### config.mk
export PLATFORM = sky130hd
export DESIGN_NAME = flash_guard_regs
export DESIGN_NICKNAME = d
export VERILOG_FILES = /design/src/rtl/fg_pkg.sv /design/src/rtl/fg_lock_fsm.sv /design/src/rtl/fg_cfg_reg.sv /design/src/rtl/fg_test_reg.sv /design/src/rtl/fg_boot_window.sv /design/src/rtl/flash_guard_regs.sv
export SDC_FILE = /design/constraint.sdc
export NUM_CORES = 1
export LEC_CHECK = 0
export BUFFER_PORTS_ARGS = -buffer_cell sky130_fd_sc_hd__buf_2
export CAP_MARGIN = 20
export CORE_MARGIN = 1.5
export CORE_UTILIZATION = 40
export CTS_CLUSTER_DIAMETER = 50
export CTS_CLUSTER_SIZE = 12
export DETAILED_ROUTE_END_ITERATION = 7
export PLACE_DENSITY = 0.78
export SETUP_SLACK_MARGIN = 0.3
export SYNTH_ARGS = -nofsm -noshare
export SYNTH_HDL_FRONTEND = slang
export SYNTH_SLANG_ARGS = --single-unit
### constraint.sdc
create_clock -name clk -period 1.6 [get_ports clk]
set_clock_uncertainty 0.2 [all_clocks]
set_input_delay 0.24 -clock clk [delete_from_list [all_inputs] [get_ports clk]]
set_output_delay 0.24 -clock clk [all_outputs]
set_load 0.05 [all_outputs]
### src/rtl/fg_pkg.sv
package fg_pkg;
    typedef enum logic [1:0] {
        LK_FRESH = 2'd0,
        LK_SPENT = 2'd1,
        LK_SET   = 2'd2
    } lock_state_e;

    localparam int REG_LOCK_OFS = 0;
    localparam int REG_CFG_OFS  = 1;
    localparam int REG_TST_OFS  = 2;
endpackage

### src/rtl/fg_lock_fsm.sv
module fg_lock_fsm
    import fg_pkg::*;
(
    input  logic clk,
    input  logic rst_n,
    input  logic special,
    input  logic wr_lock,
    input  logic wbit,
    output logic lock_o
);
    lock_state_e state_q, state_d;

    always_ff @(posedge clk) begin
        if (!rst_n) state_q <= LK_FRESH;
        else        state_q <= state_d;
    end

    always_comb begin
        state_d = state_q;
        if (wr_lock) begin
            if (special) begin
                state_d = wbit ? LK_SET : LK_FRESH;
            end else begin
                unique case (state_q)
                    LK_FRESH: state_d = wbit ? LK_SET : LK_SPENT;
                    LK_SPENT: state_d = LK_SPENT;
                    LK_SET:   state_d = LK_SET;
                    default:  state_d = LK_SET;
                endcase
            end
        end
    end

    always_comb begin
        lock_o = (state_q == LK_SET);
    end

    p_lock_once_r2: assert property (@(posedge clk) disable iff (!rst_n)
        (wr_lock && !special && state_q != LK_FRESH) |=> $stable(lock_o));

    p_special_rewrite_r3: assert property (@(posedge clk) disable iff (!rst_n)
        (wr_lock && special) |=> (lock_o == $past(wbit)));
endmodule

### src/rtl/fg_cfg_reg.sv
module fg_cfg_reg (
    input  logic clk,
    input  logic rst_n,
    input  logic wr_cfg,
    input  logic lock_i,
    input  logic pgm_enable,
    input  logic wbit,
    output logic bootp_o
);
    logic upd;

    always_comb upd = wr_cfg && !lock_i && !pgm_enable;

    always_ff @(posedge clk) begin
        if (!rst_n)   bootp_o <= 1'b1;
        else if (upd) bootp_o <= wbit;
    end

    p_cfg_frozen_r4: assert property (@(posedge clk) disable iff (!rst_n)
        (wr_cfg && lock_i) |=> $stable(bootp_o));

    p_cfg_pe_r5: assert property (@(posedge clk) disable iff (!rst_n)
        pgm_enable |=> $stable(bootp_o));
endmodule

### src/rtl/fg_test_reg.sv
module fg_test_reg #(
    parameter int DW = 8
) (
    input  logic          clk,
    input  logic          rst_n,
    input  logic          special,
    input  logic          wr_tst,
    input  logic [DW-1:0] wdata,
    output logic [DW-1:0] tst_o
);
    always_ff @(posedge clk) begin
        if (!rst_n || !special) tst_o <= '0;
        else if (wr_tst)        tst_o <= wdata;
    end

    p_tst_normal_r7: assert property (@(posedge clk) disable iff (!rst_n)
        !special |=> (tst_o == '0));
endmodule

### src/rtl/fg_boot_window.sv
module fg_boot_window #(
    parameter int AW       = 16,
    parameter int BOOT_LG2 = 11
) (
    input  logic          req_valid,
    input  logic [AW-1:0] req_addr,
    input  logic          map_high,
    input  logic          boot_small,
    input  logic          bootp,
    output logic          req_allow,
    output logic          req_deny
);
    localparam int TOP_BITS = AW - 1 - BOOT_LG2;

    logic half_hit, big_hit, in_win;

    always_comb begin
        half_hit  = (req_addr[AW-1] == map_high);
        big_hit   = &req_addr[AW-2 -: TOP_BITS];
        in_win    = half_hit && big_hit && (!boot_small || req_addr[BOOT_LG2-1]);
        req_deny  = req_valid && bootp && in_win;
        req_allow = req_valid && !(bootp && in_win);
    end

    always_comb begin
        a_excl_r11: assert (!(req_allow && req_deny));
        a_idle_r12: assert (req_valid || (!req_allow && !req_deny));
    end
endmodule

### src/rtl/flash_guard_regs.sv
module flash_guard_regs
    import fg_pkg::*;
#(
    parameter int          AW       = 16,
    parameter int          DW       = 8,
    parameter int          RAW      = 8,
    parameter logic [7:0]  REG_BASE = 8'hF4,
    parameter int          BOOT_LG2 = 11
) (
    input  logic           clk,
    input  logic           rst_n,
    input  logic           mode_special,
    input  logic [RAW-1:0] reg_addr,
    input  logic           reg_wr,
    input  logic [DW-1:0]  reg_wdata,
    output logic [DW-1:0]  reg_rdata,
    input  logic           pgm_enable,
    input  logic           map_high,
    input  logic           boot_small,
    input  logic           req_valid,
    input  logic [AW-1:0]  req_addr,
    output logic           req_allow,
    output logic           req_deny
);
    localparam logic [RAW-1:0] A_LOCK = RAW'(REG_BASE) + RAW'(REG_LOCK_OFS);
    localparam logic [RAW-1:0] A_CFG  = RAW'(REG_BASE) + RAW'(REG_CFG_OFS);
    localparam logic [RAW-1:0] A_TST  = RAW'(REG_BASE) + RAW'(REG_TST_OFS);

    logic          sel_lock, sel_cfg, sel_tst;
    logic          lock_bit, bootp_bit;
    logic [DW-1:0] tst_val;

    always_comb begin
        sel_lock = (reg_addr == A_LOCK);
        sel_cfg  = (reg_addr == A_CFG);
        sel_tst  = (reg_addr == A_TST);
    end

    fg_lock_fsm u_lock (
        .clk     (clk),
        .rst_n   (rst_n),
        .special (mode_special),
        .wr_lock (reg_wr && sel_lock),
        .wbit    (reg_wdata[0]),
        .lock_o  (lock_bit)
    );

    fg_cfg_reg u_cfg (
        .clk        (clk),
        .rst_n      (rst_n),
        .wr_cfg     (reg_wr && sel_cfg),
        .lock_i     (lock_bit),
        .pgm_enable (pgm_enable),
        .wbit       (reg_wdata[0]),
        .bootp_o    (bootp_bit)
    );

    fg_test_reg #(.DW(DW)) u_tst (
        .clk     (clk),
        .rst_n   (rst_n),
        .special (mode_special),
        .wr_tst  (reg_wr && sel_tst),
        .wdata   (reg_wdata),
        .tst_o   (tst_val)
    );

    fg_boot_window #(.AW(AW), .BOOT_LG2(BOOT_LG2)) u_win (
        .req_valid  (req_valid),
        .req_addr   (req_addr),
        .map_high   (map_high),
        .boot_small (boot_small),
        .bootp      (bootp_bit),
        .req_allow  (req_allow),
        .req_deny   (req_deny)
    );

    always_comb begin
        reg_rdata = '0;
        if (sel_lock)     reg_rdata = {{(DW-1){1'b0}}, lock_bit};
        else if (sel_cfg) reg_rdata = {{(DW-1){1'b0}}, bootp_bit};
        else if (sel_tst) reg_rdata = mode_special ? tst_val : '0;
    end

    p_cfg_write_r6: assert property (@(posedge clk) disable iff (!rst_n)
        (reg_wr && sel_cfg && !lock_bit && !pgm_enable) |=> (bootp_bit == $past(reg_wdata[0])));

    p_deny_needs_protect_r11: assert property (@(posedge clk) disable iff (!rst_n)
        req_deny |-> bootp_bit);
endmodule

* Word-level counts from Yosys, hierarchy flattened
Cells that the tools add are included.
** Word-level totals
- Output and inout port bits :: 10
- Input port bits :: 40
- Bits in registers :: 11
** Cells by class
- Eq/ne operators :: 6
- Reductions and logical operators :: 21
- Mux-type cells :: 8
** Operators with widths (number)
- two-way mux 8 bit :: 4
- == test 8 bit (second input constant) :: 3
- logical AND 1 bit :: 11
- zero test 1 bit :: 6
- two-way mux 2 bit :: 3
- case mux 2 bit (2 select lines) :: 1
- AND reduction 4 bit :: 1
- == test 2 x 1 -> 1 bit (second input constant) :: 1
- == test 2 bit (second input constant) :: 1
- zero test 2 bit :: 1
- logical OR 1 bit :: 2
- == test 1 bit :: 1

* Depth between registers and ports, before layout
Gate-level depths: netlist of the first run.
- Depth after elaboration :: 6
- Depth in mapped cells :: 4
- Gate-level depth less buffers :: 3

* By module
Synthesis of the first run repeated with hierarchy kept, for this count alone.
** Unflattened totals
- Cells, all modules :: 69
- Area total of the unflattened synthesis :: 649.4 um2
** By module, submodules not included
- fg_test_reg :: seq. area each 160.2 um2, times used 1, cells each 26, area an instance 285.3 um2
- flash_guard_regs :: seq. area each 0.0 um2, times used 1, cells each 19, area an instance 162.7 um2
- fg_lock_fsm :: seq. area each 40.0 um2, times used 1, cells each 12, area an instance 92.6 um2
- fg_cfg_reg :: seq. area each 20.0 um2, times used 1, cells each 5, area an instance 60.1 um2
- fg_boot_window :: seq. area each 0.0 um2, times used 1, cells each 7, area an instance 48.8 um2

* Worst setup path before layout of the first run
No wires, ideal clock.
- Path kind :: register to output
- Start :: register u_lock.state_q[0]
- End :: output reg_rdata[0]
- Stages on the path, launching flop included :: 4
- Arrival time :: 1.581 ns
- Buffers on the path :: 0
- Setup slack :: -0.421 ns
- Required time :: 1.160 ns
- Cells stage by stage :: dfxtp_1 > or3b_1 > a21o_1 > a211oi_2
** Between the ends
- Word-level cells in the longest chain between the ends :: 2
** RTL lines
- start, declared :: line fg_lock_fsm.sv:11 : lock_state_e state_q, state_d;
- start signal, assigned :: line fg_lock_fsm.sv:15 : else state_q <= state_d;
- == test 2 bit :: line fg_lock_fsm.sv:35 : lock_o = (state_q == LK_SET);
- two-way mux 8 bit :: line flash_guard_regs.sv:79 : if (sel_lock) reg_rdata = {{(DW-1){1'b0}}, lock_bit};
- end, declared :: line flash_guard_regs.sv:16 : output logic [DW-1:0] reg_rdata,
Every way passes these cells.

* Final worst setup path of the first run
- Start :: register u_lock.state_q[1]
- End :: output reg_rdata[0]
Same word-level chain as after synthesis.

==> metrics, run 1 <==
outcome finished, violations left; failing checks setup timing; initial drt markers 26; clk sinks 11; GRT Total Usage 20.9%; post-synthesis sequential area ratio 30.0%; measured slew at the worst slew-check pin 321 ps; pre-CTS setup slack -214 ps; full die area 2100 um2; Final Max Tran Viols 0; final setup margin -364 ps; chip height 45.9 um; GRT Residual Overflow 0; Cell Chain, Critical Path or3b_1 -> a21o_1 -> a211oi_4 -> buf_6; antenna cells 0; core area 1730 um2; I/O Buffers 39; first-pass GRT wire length 3.26 mm; Synth Area per Inst 8.74 um2; Power, Total 0.614 mW; Worst VDD drop 0.305 mV; vias 877; Pwr per Cell Area 480 nW/um2; fin nets 178; Setup-failing EPs final 3; Clock transition at path regs 70 ps; ANT nets after route 0; startpoint types register; count of max-cap constraint violations 0; post-DR wirelength/cell 13.2 um; Pre-antenna DRT Iters 5; synth top area cells dfxtp_1 30%, o31ai_1 8.2%, and2_1 7.7%; dominant cell type by area after synthesis dfxtp_1; Final HPWL DP 1.59 mm; WP data arrival 1520 ps; Req. time, crit path 1160 ps; CP Capture Type output pin; share of cells above drive strength 1 54.7%; Tcrit/Tclk final 123%; Reg2Reg Depth 4; largest net degree at the start of global routing 13; Syn. warnings 0; Num CTS Buffers 3; crit path from u_lock.state_q[1]; Top Ports 50; kind of critical path register to output pin; WHS Endpoint u_tst.tst_o[4]; vias in the first global route 792; CP top delay family compound AO/OA/AOI/OAI gates; minimum clock period after layout 1960 ps; Max Buffers Root-to-Sink 2; total wire length 2.14 mm; Relative slew margins 78.6%; antenna violations before repair 0; CTS tree built; hold_ws 16.0 ps; Die W 45.9 um; Clock Root Buffer clkbuf_4; non-filler cells in the finished layout 162; slowest cell delay on critical path 340 ps; Vias/cell 5.41; hold path start reg_wdata[4]; RSZ-0062 raised after global routing true; flop2flop setup slack 310 ps; slowest cell on the critical path or3b_1; CTS H-tree depth 1; Final Hold Fails 0; post-synth cell types 32; Min-Delay Path Depth 3; area added between synthesis and finish 73.9%; Post-route DRC 0; syn nets 124; Post-Synthesis Cell Area 734 um2; fillers 148; routability cong. 0.813; post-synth top area share 30.0%; RR Endpoint u_cfg.bootp_o; Mapped Cells 84; Rows 15; Leak 0.539 nW; Crit Reg-Reg Startpoint u_lock.state_q[0]; post-synthesis register bit count 11; placed insts 155; CP Buf/Inv Count 1; min-delay worst type input pin to register; Starting Density 42.5%; clock insertion delay at the later pin of the skew report 270 ps; Max FO, Critical Path 2; achievable frequency 0.509 GHz
-- synth_stat cells, drive strengths merged --
cell type  count
nand3b         3
o21ai          2
nor2b          4
and3b          1
and4b          1
a21o           1
a211oi         1
xor2           1
inv            2
or3b           1
mux2i          1
or2b           1
nand4b         2
o2111ai        1
o221a          1
a21oi          8
buf            4
nor4b          1
o311ai         1
o31ai          8
or2            1
dfxtp         11
nor4bb         1
a2111oi        1
nand3          1
and2           9
nor3           1
nand2          5
nand4          9
-- power by group --
| group | switching (mW) | internal [mW] | total [mW] |
|---|---|---|---|
| Sequential | 0.0000956 | 0.274 | 0.274 |
| Clock | 0.0996 | 0.0967 | 0.196 |
| Combinational | 0.0734 | 0.0703 | 0.144 |
-- registers in the layout, summed over array words and instances, names as in the netlist --
signal,count
u_lock.state_q,2
u_cfg.bootp_o,1
u_tst.tst_o,8
-- metal layers --
metal,global-route usage (%),up-vias,share of wire (%)
met5,0,-,0
met4,6.86,0,1.3
met3,2.78,5,5.3
met2,38.3,35,55
met1,24.5,407,39
li1,-,430,-
-- worst reg2reg max path, cell delays in order, from the launching register on --
cell	delay, ps
dfxtp_1	320
buf_4	140
or2b_1	220
nand4_1	120
mux2i_1	210
-- through the flow --
step | cell area [um2] | utilization (%) | TNS (ps)
after floorplan | 813 | - | -189
after global placement | 1100 | 63.8 | -1240
after detailed placement | 1100 | 63.8 | -1370
after CTS | 1250 | 72.4 | -647
after global routing | 1280 | 74.0 | -629
final | 1280 | 74.0 | -517
-- layout by cell type (no fill, tap or decap), types with 2 or more instances in the layout --
master    Yosys  final
and2_4        0      8
nand3b_1      2      2
a21oi_1       8      8
clkbuf_4      0      3
dfxtp_1      11      9
nor2b_1       4      3
inv_1         2      2
buf_4         0     13
nand2_1       5      4
buf_6         0      3
dfxtp_2       0      2
buf_2         4     27
buf_8         0     10
o31ai_1       8      8
nand4_1       9      9
-- timing repair --
| action | in CTS | in global routing |
|---|---|---|
| pin swaps | 9 | 2 |
| hold buffers | 0 | 0 |
| buffers inserted | 2 | 1 |
| resized for setup | 32 | 4 |
| setup endpoints to repair | 10 | 18 |
-- final cells by class --
class	instances	area, um2	share of cell area, %
repair buffers	53	417	32.6
clock buffers	4	26.3	2.06
inverters	2	7.51	0.588
flip-flops and latches	11	223	17.4
multi-input cells	67	573	44.9
well taps	25	31.3	2.45
-- cell families (layout without fill, tap and decap cells) --
kind of cell | Yosys count | after routing | synth area share [%]
DFF | 11 | 11 | 30.0
buffers and inverters | 6 | 59 | 3.75
xor gates and xnor gates | 1 | 1 | 1.19
muxes | 1 | 1 | 1.36
and+or+nand+nor | 41 | 41 | 40.7
AOI/OAI and AO/OA | 24 | 24 | 23.0
-- how the worst max path moves through the flow --
| stage | to | slack [ps] | cells after the start |
|---|---|---|---|
| 2_1_floorplan | reg_rdata[0] | -190 | 3 |
| 3_3_place_gp | reg_rdata[0] | -220 | 5 |
| 3_5_place_dp | reg_rdata[0] | -210 | 5 |
| 4_1_cts | reg_rdata[0] | -350 | 4 |
| 5_1_grt | reg_rdata[0] | -400 | 4 |
| 6_report | reg_rdata[0] | -360 | 4 |
No activity file was read; power rests on OpenSTA's default activity.
==> run 2, diff against run 1 <==
--- a/config.mk
+++ b/config.mk
@@ -13,7 +13,9 @@
 export CTS_CLUSTER_SIZE = 12
 export DETAILED_ROUTE_END_ITERATION = 7
 export PLACE_DENSITY = 0.78
-export SETUP_SLACK_MARGIN = 0.3
+export REMOVE_ABC_BUFFERS = 1
+export SETUP_SLACK_MARGIN = 0.4
 export SYNTH_ARGS = -nofsm -noshare
 export SYNTH_HDL_FRONTEND = slang
 export SYNTH_SLANG_ARGS = --single-unit
+export TNS_END_PERCENT = 30
==> run 2 against run 1 <==
Worst hold slack worse by 1.2 ps. Die area stayed put. Flip-flop and latch count stayed put. Clock power hardly changed. Largest cell class unchanged. Core utilization is 1.4 points lower. Via count is 2.9% higher. Critical endpoint unchanged. Worst setup slack better by 31 ps. Critical path depth stayed put. The run still ends with setup timing left. Sequential power hardly changed. Combinational power is 5% lower. Total power is 1.0% lower.
==> metrics, run 2 (synthesized netlist as in run 1, its figures left out) <==
Final HPWL DP 1.55 mm (-2.2%); register area 224 um2 (+0.56%); Tcrit/Tclk final 121% (-1.9 points); achievable frequency 0.517 GHz (+1.6%); most common cell after layout, fill and taps aside buf_2; min-delay worst type input pin to register; CTS H-tree depth 1 (unchanged); biggest regs u_tst.tst_o (8), u_lock.state_q (2), u_cfg.bootp_o (1); WP data arrival 1490 ps (-30 ps); I/O Buffers 39 (unchanged); CP Capture Type output pin; Top Ports 50 (unchanged); Pre-antenna DRT Iters 4 (-1); vias in the first global route 794 (+0.25%); final setup margin -334 ps (+30.9 ps); fin util 72.6% (-1.4 points); startpoint types register; core area 1730 um2 (unchanged); share of cells above drive strength 1 56.3% (+1.6 points); measured slew at the worst slew-check pin 460 ps (+139 ps); failing checks setup timing; initial drt markers 24 (-7.7%); fin nets 176 (-1.1%); count of max-cap constraint violations 0 (unchanged); Post-route DRC 0 (unchanged); GRT Residual Overflow 0 (unchanged); Clock transition at path regs 80 ps (about the same); Clock Root Buffer clkbuf_4; Switching Share 28.4% (+0.15 points); Starting Density 42.5% (unchanged); ANT nets after route 0 (unchanged); fillers 140 (-5.4%); Req. time, crit path 1160 ps (about the same); Worst VDD drop 0.300 mV (-1.4%); GRT Total Usage 20.8% (-0.12 points); clock insertion delay at the later pin of the skew report 270 ps (about the same); Leak 0.514 nW (-4.5%); max FFs per register 8 (unchanged); Max Buffers Root-to-Sink 2 (unchanged); post-DR wirelength/cell 14.0 um (+6.0%); first-pass GRT wire length 3.24 mm (-0.61%); footprint of the multi-input gates 556 um2 (-3.1%); chip height 45.9 um (unchanged); Reg power frac 45.1% (+0.5 points); Vias/cell 5.64 (+4.1%); Pwr per Cell Area 484 nW/um2 (+0.84%); Largest Register u_tst.tst_o; full die area 2100 um2 (unchanged); most frequent cells in the layout 27 x buf_2, 9 x nand4_1, 9 x buf_8; RSZ-0062 raised after global routing true; outcome finished, violations left; antenna violations before repair 0 (unchanged); Hold Buf Count CTS 0 (unchanged); Setup-failing EPs final 2 (-1); pre-CTS setup slack -228 ps (-14.0 ps); minimum clock period after layout 1930 ps (-30.9 ps); switching power 0.172 mW (-0.52%); Relative slew margins 69.3% (-9.4 points); Final Hold Fails 0 (unchanged); Clock power frac 32.4% (+0.4 points); Rows 15 (unchanged); Max FO, Critical Path 2 (unchanged); Comb pwr share 22.5% (-0.9 points); cell-internal power 0.435 mW (-1.2%); clk sinks 11 (unchanged); CTS tree built; kind of critical path register to output pin; vias 902 (+2.9%); routability cong. 0.839 (+3.3%); area added between synthesis and finish 70.7%; Die W 45.9 um (unchanged); total wire length 2.24 mm (+4.7%); largest net degree at the start of global routing 13 (unchanged); Num CTS Buffers 3 (unchanged); Final Max Tran Viols 0 (unchanged); antenna cells 0 (unchanged)
-- run 2: changes by cell type in the layout (fill, tap and decap cells not counted), moves of 4 or more --
| cell | change |
|---|---|
| buf_4 | -5 |
| buf_6 | +4 |
| o31ai_1 | -5 |
| o31ai_2 | +5 |
-- run 2: per-stage QoR --
stage               cell area, um2  power (mW)  setup TNS, ps  std cells  hold WS [ps]
finish                        1250       0.607           -382        160          14.9
global route                  1250       0.627           -490        160          28.2
CTS                           1190       0.597           -386        159          14.8
detailed placement            1020       0.394           -905        154           256
global placement              1020       0.390           -672        154           250
floorplan                      714       0.323          -1050         80           182
-- run 2: worst max-delay path, stage by stage (launching register included) --
cell      delay (ps)
dfxtp_2          320
or3b_1           340
a21o_1           170
a211oi_2         210
buf_6            190
-- run 2: worst paths after layout --
path / cells after the start / start / end / slack, ps
worst max-delay path: 4 / u_lock.state_q[1] / reg_rdata[0] / -330
worst min-delay path: 3 / reg_wdata[5] / u_tst.tst_o[5] / 10
worst max register to register: 4 / u_lock.state_q[0] / u_cfg.bootp_o / 390
worst min register to register: 2 / u_tst.tst_o[6] / u_tst.tst_o[6] / 280
-- run 2: repair_timing --
item                       4_1_cts  5_1_grt
setup endpoints to repair       20       20
gates cloned                     0        0
buffers inserted                 1        1
resized for setup               40       14
pin swaps                       28       21
-- run 2: final cells by class --
| class | count | area share, % |
|---|---|---|
| Timing Repair Buffer | 51 | 32.6 |
| Inverter | 2 | 0.599 |
| Tap cell | 25 | 2.50 |
| Multi-Input combinational cell | 67 | 44.3 |
| Sequential cell | 11 | 17.9 |
| Clock buffer | 4 | 2.10 |
-- run 2: power groups by stage --
stage          combinational [mW]  sequential [mW]  clock, mW
6_report                    0.137            0.274      0.197
5_1_grt                     0.146            0.274      0.207
4_1_cts                     0.127            0.274      0.196
3_5_place_dp                0.114            0.280          0
3_3_place_gp                0.110            0.280          0
2_1_floorplan              0.0425            0.280          0
-- run 2: per-layer routing --
layer	wire length (um)	GRT usage, %	vias up
met4	44	13.1	0
met3	109	0.397	5
met5	0	0	-
met2	1200	35.0	38
met1	886	25.7	432
li1	-	-	427
==> run 3, diff against run 2 <==
--- a/config.mk
+++ b/config.mk
@@ -12,7 +12,7 @@
 export CTS_CLUSTER_DIAMETER = 50
 export CTS_CLUSTER_SIZE = 12
 export DETAILED_ROUTE_END_ITERATION = 7
-export PLACE_DENSITY = 0.78
+export PLACE_DENSITY_LB_ADDON = 0.08
 export REMOVE_ABC_BUFFERS = 1
 export SETUP_SLACK_MARGIN = 0.4
 export SYNTH_ARGS = -nofsm -noshare
==> run 3 against run 2 <==
The run still ends with setup timing left. Worst setup slack got worse by 23 ps. Count of clock-buffer cells in the layout unchanged. Sequential power is essentially flat. Critical path type unchanged.
==> metrics, run 3 (synthesized netlist as in run 1, its figures left out) <==
outcome finished, violations left; failing checks setup timing; slowest cell on the critical path or3b_1; min-delay worst type input pin to register; measured slew at the worst slew-check pin 386 ps (-74.1 ps); vias 874 (-3.1%); switching power 0.168 mW (-2.2%); Pre-antenna DRT Iters 4 (unchanged); core area 1730 um2 (unchanged); fin nets 175 (-0.57%); Cell Chain, Critical Path or3b_1 -> a21o_1 -> a211oi_2 -> buf_6; GRT Residual Overflow 0 (unchanged); hold_ws 25.5 ps (+10.6 ps); first-pass GRT wire length 3.44 mm (+6.2%); GRT Max-Usage Layer met2; CTS H-tree depth 1 (unchanged); met2 GRT Util 39.4% (+4.4 points); Worst VDD drop 0.362 mV (+20%); GRT Total Usage 23.1% (+2.3 points); Die W 45.9 um (unchanged); vias in the first global route 794 (unchanged); minimum clock period after layout 1960 ps (+23.4 ps); met1 usage 28.2% (+2.5 points); most frequent cells in the layout 26 x buf_2, 9 x nand4_1, 9 x buf_8; cell-internal power 0.434 mW (-0.33%); Clock power frac 32.3% (about the same); routability cong. 0.838 (-0.13%); Post-route DRC 0 (unchanged); most common cell after layout, fill and taps aside buf_2; slowest cell delay on critical path 340 ps (about the same); WP data arrival 1520 ps (+30 ps); clock insertion delay at the later pin of the skew report 260 ps (about the same); post-DR wirelength/cell 14.1 um (+1.1%); Req. time, crit path 1160 ps (about the same); Clock Root Buffer clkbuf_4; biggest regs u_tst.tst_o (8), u_lock.state_q (2), u_cfg.bootp_o (1); CP Capture Type output pin; chip height 45.9 um (unchanged); final setup margin -357 ps (-23.4 ps); Relative slew margins 74.2% (+5.0 points); I/O Buffers 39 (unchanged); RSZ-0062 raised after global routing true; achievable frequency 0.511 GHz (-1.2%); Switching Share 28.0% (-0.38 points); full die area 2100 um2 (unchanged); antenna violations before repair 0 (unchanged); max FFs per register 8 (unchanged); Setup-failing EPs final 2 (unchanged); Clock transition at path regs 80 ps (about the same); Max FO, Critical Path 2 (unchanged); initial drt markers 16 (-33%); Final HPWL DP 1.50 mm (-3.1%); Final Hold Fails 0 (unchanged); share of cells above drive strength 1 54.5% (-1.8 points); Reg power frac 45.4% (+0.3 points); Vias/cell 5.50 (-2.5%); Pwr per Cell Area 488 nW/um2 (+0.66%); Top Ports 50 (unchanged); Largest Register u_tst.tst_o; Tcrit/Tclk final 122% (+1.5 points); met3 usage 4.37% (+4.0 points); Max Buffers Root-to-Sink 2 (unchanged); count of max-cap constraint violations 0 (unchanged); CTS tree built; Final Max Tran Viols 0 (unchanged); startpoint types register; ANT nets after route 0 (unchanged); Starting Density 42.5% (unchanged); Power, Total 0.602 mW (-0.85%); Rows 15 (unchanged); antenna cells 0 (unchanged); clk sinks 11 (unchanged); kind of critical path register to output pin; total wire length 2.25 mm (+0.45%); Leak 0.508 nW (-1.3%); Comb pwr share 22.3% (-0.2 points); Num CTS Buffers 3 (unchanged); area added between synthesis and finish 68.1%; largest net degree at the start of global routing 13 (unchanged)
==> run 3: changes by cell type in the layout (fill, tap and decap cells not counted), sizes merged <==
cell,delta
buf,-2
clkbuf,+1
==> run 3: power by group through the flow <==
stage	Combinational (mW)	Sequential, mW	Clock, mW
CTS	0.129	0.274	0.199
global placement	0.111	0.280	0
floorplan	0.0425	0.280	0
detailed placement	0.113	0.280	0
global route	0.145	0.274	0.208
finish	0.134	0.274	0.194
==> run 3: worst max-delay path, delay by kind of cell (launching register included) <==
family          cells  cell delay (ps)
flops               1              330
compound gates      2              390
simple gates        1              340
buf+inv             1              190
==> run 3: final cells by class <==
type | instances | area (um2)
multi-input cells | 67 | 546
repair buffers | 50 | 400
fillers | 137 | 492
clock buffers | 4 | 26.3
well taps | 25 | 31.3
inverters | 2 | 7.51
flip-flops and latches | 11 | 224
==> run 3: stage by stage <==
step           worst slack, ps  instance area, um2  utilization, %  TNS (ps)  std cells
2_1_floorplan             -421                 714               -     -1050         80
3_3_place_gp              -198                1020            58.8      -574        154
3_5_place_dp              -208                1020            58.8      -797        154
4_1_cts                   -341                1190            68.8      -378        159
5_1_grt                   -429                1230            71.5      -691        159
6_report                  -357                1230            71.5      -389        159
==> run 3: timing repair <==
| action | in CTS | in global routing |
|---|---|---|
| hold buffers | 0 | 0 |
| pin swaps | 28 | 21 |
| buffers inserted | 1 | 0 |
| gates resized for setup | 40 | 12 |
| endpoints found under the setup margin | 20 | 20 |
==> run 3: metal layers <==
metal	vias to the layer above	share of wire (%)
met5	-	0
met4	0	0.53
met3	2	4.4
met2	28	53
met1	419	42
li1	425	-
==> run 3: final timing paths <==
path | cells after the start | end | from | slack (ps)
worst max-delay path | 4 | reg_rdata[0] | u_lock.state_q[1] | -360
worst min-delay path | 3 | u_tst.tst_o[4] | reg_wdata[4] | 30
worst max register to register | 4 | u_cfg.bootp_o | u_lock.state_q[0] | 370
worst min register to register | 2 | u_tst.tst_o[7] | u_tst.tst_o[7] | 270
